**src/rtl/pdm_pkg.sv**
```systemverilog
package pdm_pkg;

    typedef enum logic [1:0] {
        OP_CMD       = 2'b00,
        OP_DATA      = 2'b01,
        OP_READ      = 2'b10,
        OP_PANEL_RST = 2'b11
    } pdm_op_e;

    typedef enum logic [3:0] {
        ST_IDLE,
        ST_CS_LEAD,
        ST_WR_SETUP,
        ST_WR_LOW,
        ST_WR_HIGH,
        ST_RD_LOW,
        ST_RD_HIGH,
        ST_CS_TRAIL,
        ST_TURN,
        ST_RST_LOW,
        ST_RST_WAIT
    } pdm_state_e;

    function automatic int pdm_ceil_div(input int num, input int den);
        return (num + den - 1) / den;
    endfunction

    function automatic int pdm_max(input int a, input int b);
        return (a > b) ? a : b;
    endfunction

endpackage

```
**src/rtl/pdm_timer.sv**
```systemverilog
module pdm_timer #(
    parameter int CNT_W = 4
) (
    input  logic             clk,
    input  logic             rst_n,
    input  logic             load,
    input  logic [CNT_W-1:0] load_val,
    output logic             expired
);

    logic [CNT_W-1:0] cnt_q;

    always_ff @(posedge clk or negedge rst_n) begin
        if (!rst_n) begin
            cnt_q <= '0;
        end else if (load) begin
            cnt_q <= load_val;
        end else if (cnt_q != '0) begin
            cnt_q <= cnt_q - 1'b1;
        end
    end

    assign expired = (cnt_q == '0);

endmodule

```
**src/rtl/pdm_rd_assemble.sv**
```systemverilog
module pdm_rd_assemble #(
    parameter int BYTE_W  = 8,
    parameter int N_LANES = 2
) (
    input  logic                        clk,
    input  logic                        rst_n,
    input  logic                        cap_en,
    input  logic                        cap_upper,
    input  logic [BYTE_W-1:0]           byte_in,
    output logic [BYTE_W*N_LANES-1:0]   word_out
);

    for (genvar g = 0; g < N_LANES; g++) begin : g_lane
        localparam bit IS_UPPER = (g == N_LANES - 1);
        logic [BYTE_W-1:0] lane_q;

        always_ff @(posedge clk or negedge rst_n) begin
            if (!rst_n) begin
                lane_q <= '0;
            end else if (cap_en && (cap_upper == IS_UPPER)) begin
                lane_q <= byte_in;
            end
        end

        assign word_out[g*BYTE_W +: BYTE_W] = lane_q;
    end

endmodule

```
**src/rtl/pdm_fsm.sv**
```systemverilog
module pdm_fsm
    import pdm_pkg::*;
#(
    parameter int SETUP_CYC    = 1,
    parameter int WR_LOW_CYC   = 3,
    parameter int WR_HIGH_CYC  = 2,
    parameter int RD_ACT_CYC   = 13,
    parameter int RD_HIGH_CYC  = 2,
    parameter int RST_LOW_CYC  = 8,
    parameter int RST_WAIT_CYC = 12,
    parameter int CNT_W        = 4,
    parameter int WORD_W       = 16
) (
    input  logic              clk,
    input  logic              rst_n,
    input  logic              req_valid,
    input  logic [1:0]        req_op,
    input  logic [WORD_W-1:0] req_word,
    output logic              req_ready,
    input  logic              tmr_expired,
    output logic              tmr_load,
    output logic [CNT_W-1:0]  tmr_val,
    output logic              cap_en,
    output logic              cap_upper,
    output logic              rsp_valid,
    output logic              bus_cs_n,
    output logic              bus_wr_n,
    output logic              bus_rd_n,
    output logic              bus_dc_n,
    output logic              bus_rst_n,
    output logic [7:0]        bus_d_out,
    output logic              bus_d_oe
);

    localparam logic [CNT_W-1:0] LD_ONE   = '0;
    localparam logic [CNT_W-1:0] LD_SETUP = CNT_W'(SETUP_CYC - 1);
    localparam logic [CNT_W-1:0] LD_WLOW  = CNT_W'(WR_LOW_CYC - 1);
    localparam logic [CNT_W-1:0] LD_WHIGH = CNT_W'(WR_HIGH_CYC - 1);
    localparam logic [CNT_W-1:0] LD_RLOW  = CNT_W'(RD_ACT_CYC - 1);
    localparam logic [CNT_W-1:0] LD_RHIGH = CNT_W'(RD_HIGH_CYC - 1);
    localparam logic [CNT_W-1:0] LD_RLO   = CNT_W'(RST_LOW_CYC - 1);
    localparam logic [CNT_W-1:0] LD_RWAIT = CNT_W'(RST_WAIT_CYC - 1);

    pdm_state_e        state_q, state_d;
    pdm_op_e           op_q;
    logic [WORD_W-1:0] word_q;
    logic              lo_sel_q;
    logic              accept;
    logic              dc_level;

    assign accept = req_valid && (state_q == ST_IDLE);

    // next-state logic
    always_comb begin
        state_d = state_q;
        unique case (state_q)
            ST_IDLE:     if (req_valid) state_d = (pdm_op_e'(req_op) == OP_PANEL_RST) ? ST_RST_LOW : ST_CS_LEAD;
            ST_CS_LEAD:  state_d = (op_q == OP_READ) ? ST_RD_LOW : ST_WR_SETUP;
            ST_WR_SETUP: if (tmr_expired) state_d = ST_WR_LOW;
            ST_WR_LOW:   if (tmr_expired) state_d = ST_WR_HIGH;
            ST_WR_HIGH:  if (tmr_expired) state_d = lo_sel_q ? ST_CS_TRAIL : ST_WR_SETUP;
            ST_RD_LOW:   if (tmr_expired) state_d = ST_RD_HIGH;
            ST_RD_HIGH:  if (tmr_expired) state_d = lo_sel_q ? ST_CS_TRAIL : ST_RD_LOW;
            ST_CS_TRAIL: state_d = (op_q == OP_READ) ? ST_TURN : ST_IDLE;
            ST_TURN:     state_d = ST_IDLE;
            ST_RST_LOW:  if (tmr_expired) state_d = ST_RST_WAIT;
            ST_RST_WAIT: if (tmr_expired) state_d = ST_IDLE;
            default:     state_d = ST_IDLE;
        endcase
    end

    // timer load on every state change, with the length of the state entered
    always_comb begin
        tmr_load = (state_d != state_q);
        unique case (state_d)
            ST_WR_SETUP: tmr_val = LD_SETUP;
            ST_WR_LOW:   tmr_val = LD_WLOW;
            ST_WR_HIGH:  tmr_val = LD_WHIGH;
            ST_RD_LOW:   tmr_val = LD_RLOW;
            ST_RD_HIGH:  tmr_val = LD_RHIGH;
            ST_RST_LOW:  tmr_val = LD_RLO;
            ST_RST_WAIT: tmr_val = LD_RWAIT;
            default:     tmr_val = LD_ONE;
        endcase
    end

    // state register and request latch
    always_ff @(posedge clk or negedge rst_n) begin
        if (!rst_n) begin
            state_q  <= ST_IDLE;
            op_q     <= OP_CMD;
            word_q   <= '0;
            lo_sel_q <= 1'b0;
        end else begin
            state_q <= state_d;
            if (accept) begin
                op_q   <= pdm_op_e'(req_op);
                word_q <= req_word;
            end
            if (state_q == ST_CS_LEAD) begin
                lo_sel_q <= 1'b0;
            end else if ((state_q == ST_WR_HIGH || state_q == ST_RD_HIGH) && tmr_expired) begin
                lo_sel_q <= 1'b1;
            end
        end
    end

    assign dc_level = (op_q != OP_CMD);

    // outputs decoded from the state
    always_comb begin
        req_ready = 1'b0;
        cap_en    = 1'b0;
        cap_upper = !lo_sel_q;
        rsp_valid = 1'b0;
        bus_cs_n  = 1'b1;
        bus_wr_n  = 1'b1;
        bus_rd_n  = 1'b1;
        bus_dc_n  = 1'b1;
        bus_rst_n = 1'b1;
        bus_d_oe  = 1'b0;
        unique case (state_q)
            ST_IDLE:     req_ready = 1'b1;
            ST_CS_LEAD:  begin bus_cs_n = 1'b0; bus_dc_n = dc_level; end
            ST_WR_SETUP: begin bus_cs_n = 1'b0; bus_dc_n = dc_level; bus_d_oe = 1'b1; end
            ST_WR_LOW:   begin bus_cs_n = 1'b0; bus_dc_n = dc_level; bus_d_oe = 1'b1; bus_wr_n = 1'b0; end
            ST_WR_HIGH:  begin bus_cs_n = 1'b0; bus_dc_n = dc_level; bus_d_oe = 1'b1; end
            ST_RD_LOW:   begin bus_cs_n = 1'b0; bus_dc_n = dc_level; bus_rd_n = 1'b0; cap_en = tmr_expired; end
            ST_RD_HIGH:  begin bus_cs_n = 1'b0; bus_dc_n = dc_level; end
            ST_CS_TRAIL: begin bus_cs_n = 1'b0; bus_dc_n = dc_level; rsp_valid = (op_q == OP_READ); end
            ST_TURN:     ;
            ST_RST_LOW:  bus_rst_n = 1'b0;
            ST_RST_WAIT: ;
            default:     ;
        endcase
        bus_d_out = bus_d_oe ? (lo_sel_q ? word_q[7:0] : word_q[WORD_W-1:8]) : 8'h00;
    end


    no_drive_on_read_chk: assert property (@(posedge clk) disable iff (!rst_n)
        !bus_rd_n |-> !bus_d_oe);


    strobe_needs_cs_chk: assert property (@(posedge clk) disable iff (!rst_n)
        (!bus_wr_n || !bus_rd_n) |-> !bus_cs_n);


    wr_data_stable_chk: assert property (@(posedge clk) disable iff (!rst_n)
        (!bus_wr_n && $past(!bus_wr_n)) |-> $stable(bus_d_out));


    rsp_single_chk: assert property (@(posedge clk) disable iff (!rst_n)
        rsp_valid |=> !rsp_valid);


    busy_not_ready_chk: assert property (@(posedge clk) disable iff (!rst_n)
        !bus_cs_n |-> !req_ready);


    panel_rst_quiet_chk: assert property (@(posedge clk) disable iff (!rst_n)
        !bus_rst_n |-> (bus_cs_n && bus_wr_n && bus_rd_n && !req_ready));


    dc_idle_high_chk: assert property (@(posedge clk) disable iff (!rst_n)
        req_ready |-> bus_dc_n);


    no_rw_overlap_chk: assert property (@(posedge clk) disable iff (!rst_n)
        !(!bus_wr_n && !bus_rd_n));

endmodule

```
**src/rtl/par_disp_master.sv**
```systemverilog
module par_disp_master
    import pdm_pkg::*;
#(
    parameter int CLK_NS       = 20,
    parameter int WR_LOW_NS    = 50,
    parameter int RD_LOW_NS    = 150,
    parameter int RD_SAMPLE_NS = 250,
    parameter int SETUP_CYC    = 1,
    parameter int WR_HIGH_CYC  = 2,
    parameter int RD_HIGH_CYC  = 2,
    parameter int RST_LOW_CYC  = 8,
    parameter int RST_WAIT_CYC = 12
) (
    input  logic        clk,
    input  logic        rst_n,
    input  logic        req_valid,
    output logic        req_ready,
    input  logic [1:0]  req_op,
    input  logic [15:0] req_word,
    output logic        rsp_valid,
    output logic [15:0] rsp_word,
    output logic        bus_cs_n,
    output logic        bus_wr_n,
    output logic        bus_rd_n,
    output logic        bus_dc_n,
    output logic        bus_rst_n,
    output logic [7:0]  bus_d_out,
    output logic        bus_d_oe,
    input  logic [7:0]  bus_d_in
);

    localparam int WR_LOW_CYC = pdm_max(1, pdm_ceil_div(WR_LOW_NS, CLK_NS));
    localparam int RD_ACT_CYC = pdm_max(1, pdm_max(pdm_ceil_div(RD_LOW_NS, CLK_NS),
                                                   pdm_ceil_div(RD_SAMPLE_NS, CLK_NS)));
    localparam int MAX_CYC    = pdm_max(pdm_max(pdm_max(WR_LOW_CYC, RD_ACT_CYC), pdm_max(SETUP_CYC, WR_HIGH_CYC)),
                                        pdm_max(RD_HIGH_CYC, pdm_max(RST_LOW_CYC, RST_WAIT_CYC)));
    localparam int CNT_W      = $clog2(MAX_CYC + 1);

    logic             tmr_load;
    logic [CNT_W-1:0] tmr_val;
    logic             tmr_expired;
    logic             cap_en;
    logic             cap_upper;

    pdm_fsm #(
        .SETUP_CYC   (SETUP_CYC),
        .WR_LOW_CYC  (WR_LOW_CYC),
        .WR_HIGH_CYC (WR_HIGH_CYC),
        .RD_ACT_CYC  (RD_ACT_CYC),
        .RD_HIGH_CYC (RD_HIGH_CYC),
        .RST_LOW_CYC (RST_LOW_CYC),
        .RST_WAIT_CYC(RST_WAIT_CYC),
        .CNT_W       (CNT_W),
        .WORD_W      (16)
    ) u_fsm (
        .clk        (clk),
        .rst_n      (rst_n),
        .req_valid  (req_valid),
        .req_op     (req_op),
        .req_word   (req_word),
        .req_ready  (req_ready),
        .tmr_expired(tmr_expired),
        .tmr_load   (tmr_load),
        .tmr_val    (tmr_val),
        .cap_en     (cap_en),
        .cap_upper  (cap_upper),
        .rsp_valid  (rsp_valid),
        .bus_cs_n   (bus_cs_n),
        .bus_wr_n   (bus_wr_n),
        .bus_rd_n   (bus_rd_n),
        .bus_dc_n   (bus_dc_n),
        .bus_rst_n  (bus_rst_n),
        .bus_d_out  (bus_d_out),
        .bus_d_oe   (bus_d_oe)
    );

    pdm_timer #(.CNT_W(CNT_W)) u_timer (
        .clk     (clk),
        .rst_n   (rst_n),
        .load    (tmr_load),
        .load_val(tmr_val),
        .expired (tmr_expired)
    );

    pdm_rd_assemble #(.BYTE_W(8), .N_LANES(2)) u_rd (
        .clk      (clk),
        .rst_n    (rst_n),
        .cap_en   (cap_en),
        .cap_upper(cap_upper),
        .byte_in  (bus_d_in),
        .word_out (rsp_word)
    );

endmodule

```
**config.mk**
```make
export PLATFORM = sky130hd
export DESIGN_NAME = par_disp_master
export DESIGN_NICKNAME = d
export VERILOG_FILES = /design/src/rtl/pdm_pkg.sv /design/src/rtl/pdm_timer.sv /design/src/rtl/pdm_rd_assemble.sv /design/src/rtl/pdm_fsm.sv /design/src/rtl/par_disp_master.sv
export SDC_FILE = /design/constraint.sdc
export NUM_CORES = 1
export LEC_CHECK = 0
export BUFFER_PORTS_ARGS = -buffer_cell sky130_fd_sc_hd__buf_4
export CORE_MARGIN = 10
export CORE_UTILIZATION = 47
export DETAILED_ROUTE_END_ITERATION = 6
export GPL_ROUTABILITY_DRIVEN = 0
export PLACE_DENSITY = 0.85
export SLEW_MARGIN = 20
export SYNTH_ARGS = -nofsm -noshare
export SYNTH_HDL_FRONTEND = slang
export SYNTH_SLANG_ARGS = --single-unit
```
**constraint.sdc**
```tcl
create_clock -name clk -period 2.45 [get_ports clk]
set_input_delay 0.1225 -clock clk [delete_from_list [all_inputs] [get_ports clk]]
set_output_delay 0.1225 -clock clk [all_outputs]
set_load 0.02 [all_outputs]
```
==> results.json <==
{
  "outcome": "complete, no violations",
  "cp-end-kind": "register",
  "total_power_mw": 4.438,
  "die_y_um": 89.74,
  "critical_path_class": "reg -> reg",
  "slew_headroom": 0.6054,
  "n_fill_cell": 392,
  "initial_core_util": 0.4840,
  "cts_made_buffers": 5,
  "critPathMaxFanout": 5,
  "post-route-period-util": 0.9633,
  "rsz0062_at_grt": "true",
  "drive_gt1_frac": 0.5058,
  "drt_iter0_markers": 143,
  "insertedDiodeCount": 0,
  "clock-sinks": 43,
  "dp_hpwl_mm": 3.949,
  "placed_cell_area_sq_um": 2825,
  "grt_start_max_net_pins": 44,
  "timing.fmax_mhz": 423.7,
  "ir_worst_vdd_mv": 0.7091,
  "cp_data_arrival_time_ns": 2.53,
  "drt_first_pass_iters": 4,
  "vias_per_cell": 5.270,
  "synth_edf_count": 0,
  "worstPathRequired_ns": 2.62,
  "first_global_vias": 1738,
  "mostFrequentLayoutCells": "69 x buf_4, 43 x dfrtp_1, 35 x mux2_2",
  "syn_inst": 191,
  "cts_root_buf": "clkbuf_8",
  "vias": 1718,
  "overflow": 0,
  "portBuffers": 60,
  "min_path_type": "in -> reg",
  "h-tree-depth": 2,
  "core_area_sq_um": 4723,
  "seq_area_sq_um": 1076,
  "fp.dieW_um": 89.74,
  "remaining_drc_errors": 0,
  "syn-num-nets": 221,
  "final_hold_viol_count": 0,
  "syn_area_sq_um": 2286,
  "ant_nets": 0,
  "nNetsFinal": 289,
  "totalWireLength_mm": 5.229,
  "cts_tree": "built",
  "drv_slew": 0,
  "hold_depth": 2,
  "grt_use_met3": 0.03990,
  "synth-async-reset-ratio": 1.000,
  "track_usage": 0.1293,
  "grt_busiest_layer": "met2",
  "synthFlopType": "dfrtp_1",
  "io_pins": 61,
  "clockBufferDepth": 2,
  "post_drt_wl_per_cell_um": 16.04,
  "area_delta_synth_final_pct": 29.01,
  "ys_warn_count": 0,
  "reg2reg_slack_ns": 0.09,
  "fin_crit_ns": 2.360,
  "multi_input_area_sq_um": 1112,
  "final_common_cell": "buf_4",
  "drv_cap": 0,
  "r2r_cells": 8,
  "use_met1": 0.1653,
  "p_per_area_nw_per_um2": 1505,
  "clock_latency_ns": 0.29,
  "yosysSeqAreaShare": 0.4707,
  "grtUsageMet2": 0.2064,
  "skew_ns": 0.005325,
  "synthDistinctLibCells": 49,
  "final.setup.tns_ns": 0,
  "ys_ff_latch": 43,
  "setup_violations": 0,
  "leakage_nw": 1.354,
  "clk_pin_slew_ns": 0.08,
  "antenna_found_initial": 0,
  "syn_area_per_cell_sq_um": 11.97,
  "start_kind": "register",
  "design.die.area_sq_um": 8053,
  "worst_pin_slew_ns": 0.5901,
  "finalInstanceArea_sq_um": 2949,
  "grt_pass1_wl_mm": 8.749,
  "rows": 25
}
[final timing paths]
path / end / startpoint
worst max-delay path: u_timer.cnt_q[1] / u_timer.cnt_q[0]
worst min-delay path: u_fsm.word_q[5] / req_word[5]
worst max register to register: u_timer.cnt_q[1] / u_timer.cnt_q[0]
worst min register to register: u_rd.g_lane[0].lane_q[5] / u_rd.g_lane[0].lane_q[5]
max in group asynchronous: u_rd.g_lane[0].lane_q[0] / rst_n
min in group asynchronous: u_fsm.op_q[1] / rst_n
[metrics by stage]
step / util / hold slack [ns] / cells / worst slack, ns
after floorplan: - / -0.1731 / 191 / -0.0006977
after global placement: 0.5981 / 0.1407 / 317 / 0.1701
after detailed placement: 0.5981 / 0.1465 / 317 / 0.1216
after CTS: 0.6188 / 0.05094 / 325 / 0.08333
after global routing: 0.6244 / 0.05312 / 326 / -0.02039
final: 0.6244 / 0.06207 / 326 / 0.09003
[critical path, stage by stage (launching register included)]
cell and delay, ns:
dfrtp_1 0.38, inv_2 0.09, ha_4 0.14, or3b_4 0.37, or4_4 0.44, o211ai_4 0.15, xor2_2 0.13, nor3_4 0.24
mux2_4 0.31
[area by class of cell]
class	count	area share
tap	67	0.02843
multi-input combinational	129	0.3772
clock buffer	6	0.02800
sequential	43	0.3649
timing repair buffer	72	0.1896
inverter	8	0.01018
clock inverter	1	0.001697
[repair_timing]
action | 4_1_cts | 5_1_grt
setup endpoints to repair | 0 | 2
gates resized for setup | 0 | 2
setup buffers | 0 | 1
hold buffers | 1 | 0
endpoints found under the hold margin | 43 | 0
[metal layers]
| metal | part of all wire | vias up | wire length [um] |
|---|---|---|---|
| met4 | 0.0038 | 0 | 20 |
| met3 | 0.059 | 2 | 307 |
| met2 | 0.50 | 50 | 2610 |
| met5 | 0 | - | 0 |
| met1 | 0.44 | 843 | 2291 |
| li1 | - | 823 | - |
[report_power, final]
group	internal (mW)	switching (mW)	total, mW
logic	1.35	1.33	2.69
clock network	0.221	0.219	0.440
registers	1.06	0.247	1.31
[flip-flops by register name, summed over array words and instances, names as in the netlist]
name / count
u_fsm.word_q: 16
u_rd.g_lane.lane_q: 16
u_fsm.state_q: 4
u_timer.cnt_q: 4
u_fsm.op_q: 2
u_fsm.lo_sel_q: 1
[Yosys cell counts (all sizes together) (4+ instances only)]
library cell / count / area [sq um]
dfrtp: 43 / 1076
mux2: 37 / 420.4
nor2: 15 / 56.30
mux2i: 11 / 110.1
nand2: 9 / 33.78
inv: 8 / 30.03
clkbuf: 6 / 43.79
a21oi: 5 / 25.02
buf: 5 / 38.78
o21ai: 4 / 20.02
[logic make-up (layout without fill, tap and decap cells)]
| kind of cell | count (synthesis) | count (layout) | share of synthesized area |
|---|---|---|---|
| XOR/XNOR | 5 | 5 | 0.02245 |
| adder cells (fa/ha/maj) | 1 | 1 | 0.005473 |
| buffers and inverters | 19 | 87 | 0.04926 |
| AO/OA/AOI/OAI | 26 | 26 | 0.09086 |
| flip-flops | 43 | 43 | 0.4707 |
| AND/OR/NAND/NOR | 49 | 49 | 0.1292 |
| multiplexers | 48 | 48 | 0.2321 |
Power figures use the tool's default switching activity.
